$ cat src/rtl/xbar_loader_pkg.sv
package xbar_loader_pkg;
  typedef enum logic [2:0] {
    ST_IDLE,
    ST_SHIFT,
    ST_GAP,
    ST_COMMIT,
    ST_DONE
  } ld_state_e;

  function automatic int unsigned max3(input int unsigned a, input int unsigned b,
                                       input int unsigned c);
    int unsigned m;
    m = (a > b) ? a : b;
    return (m > c) ? m : c;
  endfunction
endpackage

$ cat src/rtl/xbar_phase_timer.sv
module xbar_phase_timer #(
  parameter int unsigned CW = 6
) (
  input  logic          clk_i,
  input  logic          rst_ni,
  input  logic          restart_i,
  input  logic [CW-1:0] len_i,
  output logic          last_o
);
  logic [CW-1:0] cnt_q;

  assign last_o = (cnt_q == len_i - CW'(1));

  always_ff @(posedge clk_i or negedge rst_ni) begin
    if (!rst_ni)                  cnt_q <= '0;
    else if (restart_i || last_o) cnt_q <= '0;
    else                          cnt_q <= cnt_q + CW'(1);
  end
endmodule

$ cat src/rtl/xbar_shift_store.sv
module xbar_shift_store #(
  parameter int unsigned W = 512
) (
  input  logic         clk_i,
  input  logic         rst_ni,
  input  logic         load_i,
  input  logic [W-1:0] cfg_i,
  input  logic         shift_i,
  output logic         msb_o
);
  logic [W-1:0] data_q;

  assign msb_o = data_q[W-1];

  always_ff @(posedge clk_i or negedge rst_ni) begin
    if (!rst_ni)      data_q <= '0;
    else if (load_i)  data_q <= cfg_i;
    else if (shift_i) data_q <= {data_q[W-2:0], 1'b0};
  end
endmodule

$ cat src/rtl/xbar_load_fsm.sv
module xbar_load_fsm
  import xbar_loader_pkg::*;
#(
  parameter int unsigned TOTAL     = 512,
  parameter int unsigned CW        = 6,
  parameter int unsigned DIV       = 25,
  parameter int unsigned GAP_CYC   = 20,
  parameter int unsigned PULSE_CYC = 20
) (
  input  logic          clk_i,
  input  logic          rst_ni,
  input  logic          start_i,
  input  logic          tick_last_i,
  output logic          restart_o,
  output logic [CW-1:0] len_o,
  output logic          load_o,
  output logic          shift_o,
  output logic          sclk_o,
  output logic          pclk_no,
  output logic          busy_o,
  output logic          done_o
);
  localparam int unsigned BW = $clog2(TOTAL);
  localparam logic [BW-1:0] LAST_BIT = BW'(TOTAL - 1);

  ld_state_e     state_q;
  logic          hi_q;
  logic [BW-1:0] bit_q;
  logic          sclk_q;
  logic          pclk_q;

  assign load_o    = (state_q == ST_IDLE) && start_i;
  assign restart_o = load_o;
  assign shift_o   = (state_q == ST_SHIFT) && tick_last_i && hi_q && (bit_q != LAST_BIT);
  assign busy_o    = (state_q != ST_IDLE);
  assign done_o    = (state_q == ST_DONE);
  assign sclk_o    = sclk_q;
  assign pclk_no   = pclk_q;

  always_comb begin
    unique case (state_q)
      ST_GAP:    len_o = CW'(GAP_CYC);
      ST_COMMIT: len_o = CW'(PULSE_CYC);
      default:   len_o = CW'(DIV);
    endcase
  end

  always_ff @(posedge clk_i or negedge rst_ni) begin
    if (!rst_ni) begin
      state_q <= ST_IDLE;
      hi_q    <= 1'b0;
      bit_q   <= '0;
      sclk_q  <= 1'b0;
      pclk_q  <= 1'b1;
    end else begin
      unique case (state_q)
        ST_IDLE: if (start_i) begin
          state_q <= ST_SHIFT;
          hi_q    <= 1'b0;
          bit_q   <= '0;
        end
        ST_SHIFT: if (tick_last_i) begin
          if (!hi_q) begin
            hi_q   <= 1'b1;
            sclk_q <= 1'b1;
          end else begin
            hi_q   <= 1'b0;
            sclk_q <= 1'b0;
            if (bit_q == LAST_BIT) state_q <= ST_GAP;
            else                   bit_q   <= bit_q + BW'(1);
          end
        end
        ST_GAP: if (tick_last_i) begin
          pclk_q  <= 1'b0;
          state_q <= ST_COMMIT;
        end
        ST_COMMIT: if (tick_last_i) begin
          pclk_q  <= 1'b1;
          state_q <= ST_DONE;
        end
        ST_DONE: state_q <= ST_IDLE;
        default: state_q <= ST_IDLE;
      endcase
    end
  end
endmodule

$ cat src/rtl/xbar_chain_loader.sv
module xbar_chain_loader
  import xbar_loader_pkg::*;
#(
  parameter int unsigned N_DEV      = 2,
  parameter int unsigned GRID       = 16,
  parameter int unsigned SYS_CLK_PS = 4000,
  parameter int unsigned DIV        = 25,
  parameter int unsigned GAP_CYC    = 20,
  parameter int unsigned PULSE_CYC  = 20
) (
  input  logic                         clk_i,
  input  logic                         rst_ni,
  input  logic                         start_i,
  input  logic [N_DEV*GRID*GRID-1:0]   cfg_i,
  output logic                         busy_o,
  output logic                         done_o,
  output logic                         sin_o,
  output logic                         sclk_o,
  output logic                         pclk_no
);
  localparam int unsigned TOTAL = N_DEV * GRID * GRID;
  localparam int unsigned CW    = $clog2(max3(DIV, GAP_CYC, PULSE_CYC) + 1);
  localparam longint unsigned PERIOD_PS = 64'(2) * DIV * SYS_CLK_PS;
  localparam longint unsigned TAIL_PS   = (64'(DIV) + GAP_CYC + PULSE_CYC) * SYS_CLK_PS;

  if (PERIOD_PS < 64'd200_000 || PERIOD_PS > 64'd50_000_000 ||
      TAIL_PS > 64'd5_000_000_000 ||
      64'(GAP_CYC) * SYS_CLK_PS < 64'd65_000 ||
      64'(PULSE_CYC) * SYS_CLK_PS < 64'd65_000) begin : g_bad_timing
    $error("xbar_chain_loader: serial timing parameters out of range");
  end

  logic          restart;
  logic [CW-1:0] len;
  logic          tick_last;
  logic          load;
  logic          shift;

  xbar_phase_timer #(.CW(CW)) u_timer (
    .clk_i    (clk_i),
    .rst_ni   (rst_ni),
    .restart_i(restart),
    .len_i    (len),
    .last_o   (tick_last)
  );

  xbar_shift_store #(.W(TOTAL)) u_store (
    .clk_i  (clk_i),
    .rst_ni (rst_ni),
    .load_i (load),
    .cfg_i  (cfg_i),
    .shift_i(shift),
    .msb_o  (sin_o)
  );

  xbar_load_fsm #(
    .TOTAL    (TOTAL),
    .CW       (CW),
    .DIV      (DIV),
    .GAP_CYC  (GAP_CYC),
    .PULSE_CYC(PULSE_CYC)
  ) u_fsm (
    .clk_i      (clk_i),
    .rst_ni     (rst_ni),
    .start_i    (start_i),
    .tick_last_i(tick_last),
    .restart_o  (restart),
    .len_o      (len),
    .load_o     (load),
    .shift_o    (shift),
    .sclk_o     (sclk_o),
    .pclk_no    (pclk_no),
    .busy_o     (busy_o),
    .done_o     (done_o)
  );
endmodule

$ cat config.mk
export PLATFORM = sky130hd
export DESIGN_NAME = xbar_chain_loader
export DESIGN_NICKNAME = d
export VERILOG_FILES = /design/src/rtl/xbar_loader_pkg.sv /design/src/rtl/xbar_phase_timer.sv /design/src/rtl/xbar_shift_store.sv /design/src/rtl/xbar_load_fsm.sv /design/src/rtl/xbar_chain_loader.sv
export SDC_FILE = /design/constraint.sdc
export NUM_CORES = 1
export LEC_CHECK = 0
export BUFFER_PORTS_ARGS = -buffer_cell sky130_fd_sc_hd__buf_4
export CORE_MARGIN = 8
export CORE_UTILIZATION = 50
export DETAILED_ROUTE_END_ITERATION = 8
export PLACE_DENSITY_LB_ADDON = 0.05
export SETUP_SLACK_MARGIN = 0.02
export SLEW_MARGIN = 20
export SYNTH_ARGS = -nofsm -noshare
export SYNTH_HDL_FRONTEND = slang
export SYNTH_SLANG_ARGS = --single-unit
$ cat constraint.sdc
create_clock -name clk_i -period 2.5 [get_ports clk_i]
set_input_delay 0.125 -clock clk_i [delete_from_list [all_inputs] [get_ports clk_i]]
set_output_delay 0.125 -clock clk_i [all_outputs]
set_load 0.02 [all_outputs]
Word-level counts from Yosys, hierarchy flattened
Cells that the tools add are included.
{"block": "totals", "out_inout_bits": 5, "ff_bits": 532}
{"block": "op_classes", "eq_ne": 14, "mux": 23, "add_sub_neg": 3, "reduce_logical": 16}
{"operator": "2-to-1 mux 512 bit", "n": 2}
{"operator": "2-to-1 mux 9 bit", "n": 4}
{"operator": "2-to-1 mux 3 bit", "n": 6}
{"operator": "case mux 9 bit (2 select lines)", "n": 1}
{"operator": "case mux 3 bit (4 select lines)", "n": 1}
{"operator": "adder 9 x 1 -> 9 bit (second input constant)", "n": 1}
{"operator": "equality test 9 bit (second input constant)", "n": 1}
{"operator": "!= test 9 bit (second input constant)", "n": 1}
{"operator": "!= test 2 x 1 -> 1 bit (second input constant)", "n": 4}
{"operator": "equality test 3 x 2 -> 1 bit (second input constant)", "n": 2}
{"operator": "!= test 2 bit (second input constant)", "n": 3}
{"operator": "AND reduction 3 bit", "n": 2}
{"operator": "AND reduction 6 bit", "n": 1}
{"operator": "nonzero test 2 bit", "n": 3}
{"operator": "adder 5 x 1 -> 5 bit (second input constant)", "n": 1}
{"operator": "equality test 5 bit", "n": 1}
{"operator": "2-to-1 mux 1 bit", "n": 5}
{"operator": "2-to-1 mux 5 bit", "n": 1}
{"operator": "AND reduction 5 bit", "n": 1}
{"operator": "subtractor 5 x 1 -> 5 bit (second input constant)", "n": 1}
{"operator": "logical AND 1 bit", "n": 4}
{"operator": "2-to-1 mux 4 bit", "n": 1}
{"operator": "case mux 1 bit (2 select lines)", "n": 2}
{"operator": "equality test 3 x 1 -> 1 bit (second input constant)", "n": 1}
{"operator": "other kinds (6)", "n": 6}

Depth between registers and ports, before layout
{"block": "logic_depth", "word_depth": 10, "ltp_mapped": 11, "ltp_nobuf": 10}

Modules after synthesis
From an unflattened synthesis, not the netlist that was laid out.
{"block": "unflattened", "hier_cells": 2354, "hier_area_um2": 25222.9}
{"module": "xbar_shift_store", "cells_each": 2219, "n_inst": 1, "area_each_um2": 23933.0}
{"module": "xbar_load_fsm", "cells_each": 102, "n_inst": 1, "area_each_um2": 954.7}
{"module": "xbar_phase_timer", "cells_each": 33, "n_inst": 1, "area_each_um2": 335.3}

Least setup slack after synthesis
OpenSTA, ideal clock, no wires.
{"block": "synth_path", "path_type": "reg-to-reg", "startpoint": "register u_fsm.bit_q[0]", "endpoint": "register u_store.data_q[374]", "synth_period_minus_slack_ps": 2481, "setup_ps": 78, "slack_ps": 19, "arrival_time_ps": 2404, "stages_incl_launch_ff": 12, "path_buffers": 2, "required_ps": 2422, "path_cell_list": "dfrtp_1 > ha_1 > and3_1 > and3_1 > and3_1 > ha_1 > nor3b_1 > a21boi_4 > nor2_2 > buf_6 > buf_4 > a21oi_1"}
{"block": "synth_via", "elab_chain_cells": 3}
{"item": "start: declaration", "line_no": "xbar_load_fsm.sv:28", "text": "logic [BW-1:0] bit_q;"}
{"item": "start signal: assignment", "line_no": "xbar_load_fsm.sv:70", "text": "else bit_q <= bit_q + BW'(1);"}
{"item": "!= test 9 bit", "line_no": "xbar_load_fsm.sv:34", "text": "assign shift_o = (state_q == ST_SHIFT) && tick_last_i && hi_q && (bit_q != LAST_BIT);"}
{"item": "logical AND 1 bit", "line_no": "xbar_load_fsm.sv:34"}
{"item": "nonzero test 2 bit (no source line)"}
{"item": "end signal: assignment", "line_no": "xbar_shift_store.sv:17", "text": "else if (load_i) data_q <= cfg_i;"}
{"item": "end signal: assignment", "line_no": "xbar_shift_store.sv:18", "text": "else if (shift_i) data_q <= {data_q[W-2:0], 1'b0};"}
{"item": "end: declaration", "line_no": "xbar_shift_store.sv:11", "text": "logic [W-1:0] data_q;"}
Every way passes these cells.
A chain may end at the register's enable or synchronous reset.

Final worst setup path
{"block": "layout_path", "startpoint": "register u_fsm.bit_q[1]", "endpoint": "register u_store.data_q[14]"}
Same word-level chain as after synthesis.

==> results.json <==
{
  "arrival_ns": 3.06,
  "p_leak_nw": 18.8,
  "yosys-top-cells-area": "dfrtp_1 55%, a21oi_2 16%, o22ai_1 13%",
  "skew_ns": 0.0155,
  "synth_area_um2": 24300,
  "status": "complete, but fails checks",
  "grt-ovfl-total": 0,
  "ys_async_sr_fraction": 1.00,
  "hold_class": "in2reg",
  "post_dp_cell_area_um2": 29100,
  "seqPwrFrac": 0.443,
  "cts_root_buf": "clkbuf_16",
  "die_area_um2": 55900,
  "p_clk_frac": 0.340,
  "start_util": 0.507,
  "h-tree-depth": 2,
  "clk_latency_ns": 0.61,
  "clkTransAtPathRegs_ns": 0.07,
  "mostFrequentLayoutCells": "567 x buf_4, 531 x dfrtp_1, 514 x inv_1",
  "p_int_mw": 18.6,
  "final_area_um2": 40400,
  "die_w_um": 236,
  "netSwitchingFraction": 0.298,
  "ioPinCount": 520,
  "route.detailed.wl_per_inst_um": 26.0,
  "ir_drop_uv": 664,
  "mostFrequentLayoutCell": "buf_4",
  "period_share": 1.03,
  "vias": 24500,
  "dp_hpwl_mm": 50.0,
  "worst_slack_ns": -0.0754,
  "place_congestion": 0.862,
  "p_sw_mw": 7.86,
  "synth_cells": 2331,
  "nNetsFinal": 3936,
  "rsz0062_at_grt": "true",
  "synth.top_cell.area_share": 0.547,
  "synth_seq_cells": 532,
  "critPathCaptureType": "flip-flop",
  "cts_sinks": 532,
  "fmax_ghz": 0.388,
  "port_buffers": 519,
  "seq_area_frac_synth": 0.548,
  "first_global_vias": 24000,
  "maxSlewViolCount": 0,
  "min_period_ns": 2.58,
  "p_comb_frac": 0.217,
  "cp.required_ns": 2.99,
  "avgSynthCellArea_um2": 10.4,
  "cp_slowest_stage_delay_ns": 0.38,
  "path_max_fanout": 8,
  "drc": 0,
  "syn-num-nets": 2849,
  "cts_buffer_depth": 3,
  "cp_top_family": "simple AND/OR/NAND/NOR gates",
  "tightestPinTransition_ns": 0.872,
  "track_usage": 0.294,
  "final_util": 0.844,
  "ys_warn_count": 0,
  "dr.pass1.iters": 5,
  "fp-row-count": 80,
  "cp-start-kind": "flip-flop",
  "die_y_um": 236,
  "drive_gt1_frac": 0.454,
  "slew_headroom": 0.419,
  "crit_top_cell": "and3_4",
  "fill_cells": 2207,
  "cts_tree": "yes",
  "routed_wl_mm": 107,
  "cts_buffers": 56,
  "worstPathCellList": "ha_2 > and3_4 > and3_4 > and3_4 > ha_4 > nor3b_4 > buf_6 > o21ai_4 > clkbuf_16 > buf_12 > o22ai_1 > a21oi_2",
  "pre_cts_ws_ns": -0.460,
  "cap_violations": 0,
  "antenna_found_initial": 28,
  "grt_max_degree": 135,
  "areaGrowthSynthToFinish_pct": 66.4,
  "crit_type": "reg2reg",
  "vias_per_cell": 5.96,
  "drt_iter0_markers": 2543,
  "synth_top_cell_by_area": "dfrtp_1",
  "synth_cell_types": 41,
  "synth_top_flop_cell": "dfrtp_1",
  "synth_enable_flop_cells": 0,
  "coreArea_um2": 47800,
  "hold_viol_final": 0,
  "power_density_nw_per_um2": 654,
  "slowest_stage": "dfrtp_1",
  "critPathBufInv": 3,
  "violations": "setup timing",
  "antenna_left": 0,
  "setup_violations": 95,
  "grt_pass1_wl_mm": 133
}
[timing repair]
action | 4_1_cts | 5_1_grt
hold buffers | 513 | 0
buffers inserted | 4 | 12
pin swaps | 2 | 59
setup endpoints to repair | 514 | 517
endpoints found under the hold margin | 867 | 0
gates resized for setup | 110 | 338
cloned | 2 | 62
[metrics by stage]
step / TNS, ns / power (mW) / hold slack, ns / instances
after floorplan: 0 / 13.8 / -0.171 / 2331
after global placement: -208.28 / 15.2 / 0.107 / 3382
after detailed placement: -192.21 / 15.4 / 0.108 / 3382
after CTS: -0.0950 / 25.1 / 0.0203 / 3998
after global routing: -24.33 / 27.3 / 0.0422 / 4099
final: -1.76 / 26.4 / 0.0359 / 4102
[flip-flops by register name, summed over array words and instances (netlist names)]
| register | count |
|---|---|
| u_timer.cnt_q | 5 |
| u_fsm.hi_q | 1 |
| u_fsm.state_q | 3 |
| u_fsm.bit_q | 9 |
| u_store.data_q | 512 |
| u_fsm.pclk_no | 1 |
| u_fsm.sclk_o | 1 |
[metal layers]
layer | share of wire | wire, µm | vias up | global-route usage
met5 | 0.00025 | 27 | - | 0
met4 | 0.067 | 7200 | 4 | 0.149
met3 | 0.085 | 9110 | 505 | 0.0655
met2 | 0.49 | 52100 | 1613 | 0.487
met1 | 0.36 | 38300 | 12100 | 0.359
li1 | - | - | 10300 | -
[area by class of cell]
class                   count  area (µm²)  share of cell area
diodes                     30        75.1             0.00186
clock buffers              83        1680              0.0417
clock inverters            14         248             0.00613
inverters                 514        1930              0.0478
multi-input cells        1115       10500               0.260
flip-flops and latches    532       13300               0.330
well taps                 615         769              0.0190
repair buffers           1199       11900               0.294
[power groups by stage]
stage	Combinational [mW]	Sequential, mW	Clock [mW]
finish	5.74	11.7	8.97
detailed placement	4.08	11.3	0
global placement	3.93	11.3	0
CTS	4.87	11.3	8.91
floorplan	2.71	11.1	0
global route	6.14	11.8	9.35
[synth_stat cells, types with 3 or more instances]
library cell and n:
o2bb2ai_1 3, a21oi_1 71, a21oi_2 447, ha_1 3, nor2b_1 3, buf_2 7
buf_1 29, nor2_1 10, inv_1 514, dfrtp_1 531, o21ai_0 4, a31oi_1 5
nand2_1 13, or3_1 3, nand3_1 9, clkbuf_1 84, nand2b_1 4, o22ai_1 511
buf_6 50, and3_1 6
[worst register-to-register path: stages (launching register included)]
cell and delay (ns):
dfrtp_1 0.38, ha_2 0.19, and3_4 0.17, and3_4 0.18, and3_4 0.19, ha_4 0.16
nor3b_4 0.21, buf_6 0.15, o21ai_4 0.13, clkbuf_16 0.24, buf_12 0.16, o22ai_1 0.25
a21oi_2 0.06
[worst paths after layout]
kind	from	end	slack, ns	cells after the start
hold / removal	start_i	u_store.data_q[0]	0.04	4
min in group asynchronous	rst_ni	u_store.data_q[39]	0.06	2
setup reg to reg	u_fsm.bit_q[1]	u_store.data_q[14]	-0.08	12
hold reg to reg	u_fsm.sclk_o	u_fsm.sclk_o	0.50	2
max in group asynchronous	rst_ni	u_store.data_q[339]	1.44	4
setup / recovery	u_fsm.bit_q[1]	u_store.data_q[14]	-0.08	12
[kinds of logic (layout without fill, tap and decap cells)]
group,after synthesis,count (layout),synth area share
AO/OA/AOI/OAI,1047,1048,0.313
buffers and inverters,685,1810,0.122
flip-flops,532,532,0.548
AND/OR/NAND/NOR,59,59,0.0130
adder cells (fa/ha/maj),3,3,0.00155
XOR/XNOR,3,3,0.00108
multiplexers,2,2,0.000876
other,0,30,0
(Power assumes the default switching activity.)
